**src/rtl/dbpPkg.sv**
```systemverilog
package dbpPkg;

  // Register selector used on both the write and the readback port.
  typedef enum logic {
    SEL_ADDR = 1'b0,
    SEL_CTRL = 1'b1
  } regSel_e;

  // Per-channel write strobes issued by control to the datapath.
  typedef struct packed {
    logic wrAddr;
    logic wrCtrl;
  } chanStrobe_t;

endpackage

```
**src/rtl/dbpMaskNorm.sv**
```systemverilog
module dbpMaskNorm #(
  parameter int MASK_W = 6
) (
  input  logic [MASK_W-1:0] rawMask,
  output logic [MASK_W-1:0] normMask
);

  // runOnes[i] is set when raw bits MASK_W-1 down to i are all ones.
  logic [MASK_W:0] runOnes;

  assign runOnes[MASK_W] = 1'b1;

  for (genvar i = MASK_W - 1; i >= 0; i--) begin : g_run
    assign runOnes[i]  = runOnes[i+1] & rawMask[i];
    assign normMask[i] = runOnes[i];
  end

endmodule

```
**src/rtl/dbpControl.sv**
```systemverilog
module dbpControl
  import dbpPkg::*;
#(
  parameter int NUM_CH = 4,
  localparam int CH_W = (NUM_CH > 1) ? $clog2(NUM_CH) : 1
) (
  input  logic                     cfgWrEn,
  input  logic                     cfgWrSel,
  input  logic [CH_W-1:0]          cfgWrCh,
  input  logic [NUM_CH-1:0]        hitVec,
  output chanStrobe_t [NUM_CH-1:0] strobes,
  output logic                     hitValid,
  output logic [CH_W-1:0]          hitCh
);

  // Write decode: one strobe pair per channel.
  for (genvar c = 0; c < NUM_CH; c++) begin : g_dec
    logic chSel;
    assign chSel = cfgWrEn && (cfgWrCh == CH_W'(c));
    assign strobes[c].wrAddr = chSel && (cfgWrSel == SEL_ADDR);
    assign strobes[c].wrCtrl = chSel && (cfgWrSel == SEL_CTRL);
  end

  // Priority select: lowest-numbered matching channel wins.
  always_comb begin
    hitValid = 1'b0;
    hitCh    = '0;
    for (int c = NUM_CH - 1; c >= 0; c--) begin
      if (hitVec[c]) begin
        hitValid = 1'b1;
        hitCh    = CH_W'(c);
      end
    end
  end

endmodule

```
**src/rtl/dbpDatapath.sv**
```systemverilog
module dbpDatapath
  import dbpPkg::*;
#(
  parameter int NUM_CH = 4,
  parameter int ADDR_W = 32,
  parameter int MASK_W = 6,
  localparam int CH_W  = (NUM_CH > 1) ? $clog2(NUM_CH) : 1,
  localparam int ST_BIT = ADDR_W - 1,
  localparam int LD_BIT = ADDR_W - 2
) (
  input  logic                     clk,
  input  logic                     rstN,
  input  chanStrobe_t [NUM_CH-1:0] strobes,
  input  logic [ADDR_W-1:0]        wrData,
  input  logic [CH_W-1:0]          rdCh,
  input  logic                     rdSel,
  output logic [ADDR_W-1:0]        rdData,
  input  logic                     accValid,
  input  logic                     accIsStore,
  input  logic [ADDR_W-1:0]        accAddr,
  output logic [NUM_CH-1:0]        hitVec
);

  logic [ADDR_W-1:0] addrQ    [NUM_CH];
  logic [ADDR_W-1:0] ctrlWord [NUM_CH];
  logic [MASK_W-1:0] maskQ    [NUM_CH];
  logic [NUM_CH-1:0] ldEnQ;
  logic [NUM_CH-1:0] stEnQ;

  for (genvar c = 0; c < NUM_CH; c++) begin : g_ch
    logic [MASK_W-1:0] normMask;
    logic              highEq;
    logic              lowEq;
    logic              typeOk;

    always_ff @(posedge clk) begin
      if (!rstN) begin
        addrQ[c] <= '0;
        maskQ[c] <= '0;
        ldEnQ[c] <= 1'b0;
        stEnQ[c] <= 1'b0;
      end else begin
        if (strobes[c].wrAddr) begin
          addrQ[c] <= wrData;
        end
        if (strobes[c].wrCtrl) begin
          maskQ[c] <= wrData[MASK_W-1:0];
          ldEnQ[c] <= wrData[LD_BIT];
          stEnQ[c] <= wrData[ST_BIT];
        end
      end
    end

    dbpMaskNorm #(.MASK_W(MASK_W)) i_norm (
      .rawMask (maskQ[c]),
      .normMask(normMask)
    );

    assign highEq = (accAddr[ADDR_W-1:MASK_W] == addrQ[c][ADDR_W-1:MASK_W]);
    assign lowEq  = (((accAddr[MASK_W-1:0] ^ addrQ[c][MASK_W-1:0]) & normMask) == '0);
    assign typeOk = accIsStore ? stEnQ[c] : ldEnQ[c];
    assign hitVec[c] = accValid && typeOk && highEq && lowEq;

    always_comb begin
      ctrlWord[c]               = '0;
      ctrlWord[c][ST_BIT]       = stEnQ[c];
      ctrlWord[c][LD_BIT]       = ldEnQ[c];
      ctrlWord[c][MASK_W-1:0]   = maskQ[c];
    end
  end

  always_comb begin
    rdData = '0;
    for (int c = 0; c < NUM_CH; c++) begin
      if (rdCh == CH_W'(c)) begin
        rdData = (rdSel == SEL_CTRL) ? ctrlWord[c] : addrQ[c];
      end
    end
  end

endmodule

```
**src/rtl/dbpMatcher.sv**
```systemverilog
module dbpMatcher
  import dbpPkg::*;
#(
  parameter int NUM_CH = 4,
  parameter int ADDR_W = 32,
  parameter int MASK_W = 6,
  localparam int CH_W = (NUM_CH > 1) ? $clog2(NUM_CH) : 1
) (
  input  logic              clk,
  input  logic              rstN,
  input  logic              cfgWrEn,
  input  logic              cfgWrSel,
  input  logic [CH_W-1:0]   cfgWrCh,
  input  logic [ADDR_W-1:0] cfgWrData,
  input  logic [CH_W-1:0]   cfgRdCh,
  input  logic              cfgRdSel,
  output logic [ADDR_W-1:0] cfgRdData,
  input  logic              accValid,
  input  logic              accIsStore,
  input  logic [ADDR_W-1:0] accAddr,
  output logic              hitValid,
  output logic [CH_W-1:0]   hitCh
);

  chanStrobe_t [NUM_CH-1:0] strobes;
  logic [NUM_CH-1:0]        hitVec;

  dbpControl #(.NUM_CH(NUM_CH)) i_ctrl (
    .cfgWrEn (cfgWrEn),
    .cfgWrSel(cfgWrSel),
    .cfgWrCh (cfgWrCh),
    .hitVec  (hitVec),
    .strobes (strobes),
    .hitValid(hitValid),
    .hitCh   (hitCh)
  );

  dbpDatapath #(
    .NUM_CH(NUM_CH),
    .ADDR_W(ADDR_W),
    .MASK_W(MASK_W)
  ) i_dp (
    .clk       (clk),
    .rstN      (rstN),
    .strobes   (strobes),
    .wrData    (cfgWrData),
    .rdCh      (cfgRdCh),
    .rdSel     (cfgRdSel),
    .rdData    (cfgRdData),
    .accValid  (accValid),
    .accIsStore(accIsStore),
    .accAddr   (accAddr),
    .hitVec    (hitVec)
  );

endmodule

```
**config.mk**
```make
export PLATFORM = sky130hd
export DESIGN_NAME = dbpMatcher
export DESIGN_NICKNAME = d
export VERILOG_FILES = /design/src/rtl/dbpPkg.sv /design/src/rtl/dbpMaskNorm.sv /design/src/rtl/dbpControl.sv /design/src/rtl/dbpDatapath.sv /design/src/rtl/dbpMatcher.sv
export SDC_FILE = /design/constraint.sdc
export NUM_CORES = 1
export LEC_CHECK = 0
export BUFFER_PORTS_ARGS = -buffer_cell sky130_fd_sc_hd__buf_2
export CORE_AREA = 4 4 143 145
export CTS_CLUSTER_DIAMETER = 60
export DETAILED_ROUTE_END_ITERATION = 16
export DIE_AREA = 0 0 147 149
export MAX_ROUTING_LAYER = met4
export PLACE_DENSITY = 0.7
export SKIP_CTS_REPAIR_TIMING = 1
export SLEW_MARGIN = 0
export SYNTH_ARGS = -nofsm -noshare
export SYNTH_HDL_FRONTEND = slang
export SYNTH_SLANG_ARGS = --single-unit
export TNS_END_PERCENT = 5
```
**constraint.sdc**
```tcl
create_clock -name clk -period 7.52 [get_ports clk]
set_input_delay 0.752 -clock clk [delete_from_list [all_inputs] [get_ports clk]]
set_output_delay 0.752 -clock clk [all_outputs]
set_load 0.05 [all_outputs]
```
After elaboration in Yosys (flattened, before gate mapping):

Memories as Yosys holds them, arrays and structs flattened.
Index checks and enable logic that the tools add are counted.

* reductions and logical operators: 30
* equality and inequality tests: 10
* bitwise logic cells: 37
* muxes and demuxes: 53

Operators with widths (number)
* $mux W32: 12
* $eq A26 B26 Y1: 4
* $mux W1: 33
* $and A6 B6 Y6: 4
* $logic_and A1 B1 Y1: 24
* $logic_not A6 Y1: 4
* $mux W6: 4
* $xor A6 B6 Y6: 4
* $and A1 B1 Y1: 20
* $eq A2 B2 Y1 const B: 4
* $mux W2: 4
* $or A1 B1 Y1: 8
* $eq A2 B1 Y1 const B: 2
* $logic_not A2 Y1: 2
* $not A1 Y1: 1

* memories kept: 2
* memory bits (writable): 152
* register bits: 8
* input port bits: 75
* logic and storage cells: 140

Memories
* i_dp.addrQ: depth 4, width 32, rd ports 4, clocked after memory_dff 0, write ports 4, RTL line dbpDatapath.sv:24 `logic [ADDR_W-1:0] addrQ [NUM_CH];`
* i_dp.maskQ: depth 4, width 6, rd ports 4, clocked after memory_dff 0, write ports 4, RTL line dbpDatapath.sv:26 `logic [MASK_W-1:0] maskQ [NUM_CH];`

Longest topological paths before layout:

An unclocked memory read counts as a cell.

* depth after elaboration: 13
* mapped depth: 7
* depth with buffers taken out: 6

By module:

From an unflattened synthesis, not the netlist that was laid out.

* cells, all modules: 688
* area, all modules: 9054.9 µm²

By module, submodules not included
* dbpDatapath: cells each 644, area each 8749.6 µm², times used 1
* dbpMaskNorm: cells each 6, area each 50.0 µm², times used 4
* dbpControl: cells each 20, area each 105.1 µm², times used 1

Least setup slack after synthesis:

OpenSTA, ideal clock, no wires.

* path type: input to register
* from: input cfgWrCh[1]
* to: memory i_dp.addrQ[0][0] (enable)
* arrival time: 3.392 ns
* library setup time: 0.470 ns
* cell stages on the path: 2
* buffers on the path: 1
* setup slack: 3.657 ns
* cells stage by stage: clkbuf_1 o31ai_1

RTL lines
* start: declaration: RTL line dbpMatcher.sv:13 `input logic [CH_W-1:0] cfgWrCh,`
* end: declaration: RTL line dbpDatapath.sv:24

Worst setup path in the final report:

* from: input accAddr[15]
* to: output hitCh[0]

* word-level cells in the longest chain between the ends: 7
* elaborated cells on any way between the ends: 16
* those cells by class: eq/ne: 4; mux: 4; reduce/logical: 8

RTL lines
* start: declaration: RTL line dbpMatcher.sv:20 `input logic [ADDR_W-1:0] accAddr,`
* $eq A26 B26 Y1: RTL line dbpDatapath.sv:59 `assign highEq = (accAddr[ADDR_W-1:MASK_W] == addrQ[c][ADDR_W-1:MASK_W]);`
* $logic_and A1 B1 Y1 (2 in series): RTL line dbpDatapath.sv:62 `assign hitVec[c] = accValid && typeOk && highEq && lowEq;`
* $mux W2 (3 in series): RTL line dbpControl.sv:29 `if (hitVec[c]) begin`
* $mux W2 (*): RTL line dbpControl.sv:29
* end: declaration: RTL line dbpMatcher.sv:22 `output logic [CH_W-1:0] hitCh`

Every way passes the cells marked *; elsewhere a longest branch is shown, timed or not.

==> reports/qor.csv <==
stage,metric,value,unit
layout,Final Cell Area,10300,sq um
sta,unrepaired setup endpoints after global routing,no,
sta,Hold Fails Final Rpt,0,
floorplanning,Die W,147,um
setup_path,critical path class,in2out,
route,DRT Wirelength,25200,um
power,Lkg Pwr,3.79,nW
floorplanning,FP Rows,51,
clock_network,CTS Buf Count,17,
synthesis,"Net Count, Synth",731,
clock_network,clock sink count,160,
route,DRC Markers,0,
setup_path,CP Launch Type,input port,
global_routing,vias in the first global route,6269,
floorplanning,full die area,21900,sq um
clock_network,TritonCTS clock tree,done,
route,Routed Antenna Nets,0,
setup_path,Arrival @ worst endpoint,2.90,ns
sta,worst slew pin tran,1.10,ns
sta,final period utilization,48.5,%
global_routing,pin count of the biggest net entering global routing,41,
min_path,worst min path class,reg2reg,
placement,input/output buffers,109,
synthesis,Avg Synthesized Cell Area,13.5,sq um
clock_network,Worst-Skew Late Latency,0.43,ns
synthesis,YS warnings,0,
synthesis,Netlist Area Pre-Place,8820,sq um
setup_path,"Req. time, crit path",6.77,ns
synthesis,"Distinct cells, synth",39,
sta,min cycle time layout,3.65,ns
clock_network,Bufs on Longest Clock Path,2,
layout,nets,837,
run_status,status,"complete, no violations",
sta,Max Slew Vio Count,0,
route,initial drt markers,553,
synthesis,cell count after synthesis,656,
layout,Fill cells,1628,
sta,Rel. slew slack,26.5,%
floorplanning,Top Ports,110,
setup_path,Critical Path Fanout Max,4,
route,DR WL/cell,24.2,um
setup_path,Critical Path Sink Type,output port,
clock_network,htree depth,4,
floorplanning,Core Box Area,19200,sq um
sta,f_max,274,MHz
global_routing,grt total ovfl,0,
global_routing,first-pass GRT wire length,38200,um
global_routing,antenna violations before repair,2,
job,max-cap violations,0,
layout,layout cells sized above 1,26.3,%
power,Power per Cell Area,220,nW/um^2
global_routing,GRT Util Overall,24.3,%
route,drt pass-1 iters,6,
route,total number of vias,5887,
placement,placed inst area,9710,sq um
route,via/cell ratio,5.64,
clock_network,root buffer selected by CTS,clkbuf_16,
power,Worst VDD drop,0.000161,V
sta,setup TNS,0,ns
placement,RD Place Congestion,0.890,
synthesis,register area share after synthesis,53.5,%
floorplanning,Starting Density,45.9,%
sta,setup violators final,0,
synthesis,Yosys reg bits,160,
floorplanning,die height,149,um
clock_network,"CTS clk-pin slew, worst paths",0.06,ns
placement,DPL Wire Length,17200,um
layout,P&R area growth vs syn,16.4,%
sta,Setup Skew,0,ns
==> state kept, by name (all words and copies together) (netlist names) <==
signal and cells:
i_dp.ctrlWord 8, i_dp.addrQ 128, i_dp.maskQ 24
==> through the flow <==
stage	utilization (%)	setup WS (ns)	cells	power, mW	hold WS [ns]
6_report	53.5	3.87	1043	2.26	0.510
5_1_grt	53.4	3.82	1042	2.33	0.545
4_1_cts	53.4	3.94	1040	2.26	0.508
3_5_place_dp	50.5	3.93	1008	1.44	0.492
3_3_place_gp	50.5	3.97	1008	1.44	0.489
2_1_floorplan	-	3.66	656	1.31	0.459
==> cell type report <==
type	count	area, sq um	share of cell area [%]
Antenna cell	3	7.51	0.0731
Sequential cell	160	4720	46.0
Multi-Input combinational cell	463	4040	39.3
Inverter	5	18.8	0.183
Clock inverter	12	119	1.16
Tap cell	265	332	3.23
Timing Repair Buffer	115	591	5.75
Clock buffer	20	437	4.25
==> synth_stat cells <==
cell	instances	area share, %
and4_1	2	0.20
nor2b_1	25	1.8
nand4_1	12	0.85
and2_1	152	11
nand2_1	9	0.38
o2111ai_1	1	0.099
nand3_1	8	0.45
nor3_1	1	0.057
xnor2_1	41	4.1
nor4_2	3	0.43
nor2_1	9	0.38
a22o_1	8	0.79
clkbuf_1	20	0.85
a211oi_1	3	0.26
a41oi_1	2	0.20
dfxtp_1	8	1.8
nor4_4	2	0.48
nand3b_1	2	0.17
mux2_2	8	1.0
xor2_1	87	8.6
o21ai_0	6	0.34
inv_1	5	0.21
edfxtp_1	152	52
buf_2	8	0.45
nand2b_1	3	0.21
o311ai_1	2	0.20
mux4_2	40	10
a21o_1	2	0.17
nor4_1	15	1.1
o31ai_1	1	0.085
o21ai_1	1	0.057
a22oi_1	1	0.085
a21oi_1	6	0.34
a21oi_2	1	0.099
mux2i_1	3	0.34
nor2b_4	1	0.16
a21boi_1	1	0.085
mux2_1	1	0.13
o21a_1	4	0.34
==> routing by layer <==
metal	share of wire (%)	vias up	routed length (um)	global-route usage (%)
met5	0	-	0	-
met4	2.8	0	712	8.76
met3	6.8	56	1710	4.98
met2	49	273	12400	39.1
met1	41	2950	10400	30.9
li1	-	2608	-	-
==> cell families after synthesis <==
| group | after synthesis | share of synthesized area, % |
|---|---|---|
| mux | 52 | 11.7 |
| compound gates | 39 | 3.15 |
| buf+inv | 33 | 1.52 |
| xor+xnor | 128 | 12.7 |
| flops | 160 | 53.5 |
| simple gates | 244 | 17.4 |
==> worst max-delay path, cell delays in order <==
cell	delay, ns
buf_2	0.14
xor2_1	0.15
nor4_1	0.72
o311ai_1	0.24
nor4_2	0.22
nand2b_1	0.11
a22oi_1	0.24
buf_2	0.32
==> power by group <==
part	internal (mW)	leakage, nW	switching, mW
logic	0.129	1.99	0.220
clock network	0.484	0.266	0.348
registers	1.04	1.53	0.0432
total	1.65	3.79	0.611
==> layout by cell type, fill, tap and decap left out, types with 4 or more instances in the layout <==
| cell | synthesis | routed |
|---|---|---|
| and2_1 | 152 | 152 |
| edfxtp_1 | 152 | 152 |
| buf_2 | 8 | 109 |
| xor2_1 | 87 | 87 |
| xnor2_1 | 41 | 41 |
| mux4_2 | 40 | 40 |
| nor2b_1 | 25 | 25 |
| clkbuf_16 | 0 | 17 |
| nor4_1 | 15 | 15 |
| nand4_1 | 12 | 12 |
| nand2_1 | 9 | 9 |
| mux2_2 | 8 | 8 |
| nand3_1 | 8 | 8 |
| a22o_1 | 8 | 8 |
| dfxtp_1 | 8 | 8 |
| a21oi_1 | 6 | 6 |
| nor2_1 | 9 | 6 |
| buf_4 | 0 | 6 |
| inv_1 | 5 | 5 |
| o21a_1 | 4 | 4 |
==> worst paths after layout <==
path / depth (start not counted) / slack, ns / startpoint / to
max: 8 / 3.87 / accAddr[15] / hitCh[0]
min: 1 / 0.51 / i_dp.ctrlWord[95]$_SDFFE_PN0P_ / i_dp.ctrlWord[95]$_SDFFE_PN0P_
max reg2reg: 1 / 6.85 / i_dp.ctrlWord[127]$_SDFFE_PN0P_ / i_dp.ctrlWord[127]$_SDFFE_PN0P_
min reg2reg: 1 / 0.51 / i_dp.ctrlWord[95]$_SDFFE_PN0P_ / i_dp.ctrlWord[95]$_SDFFE_PN0P_
Power figures use the tool's default switching activity.
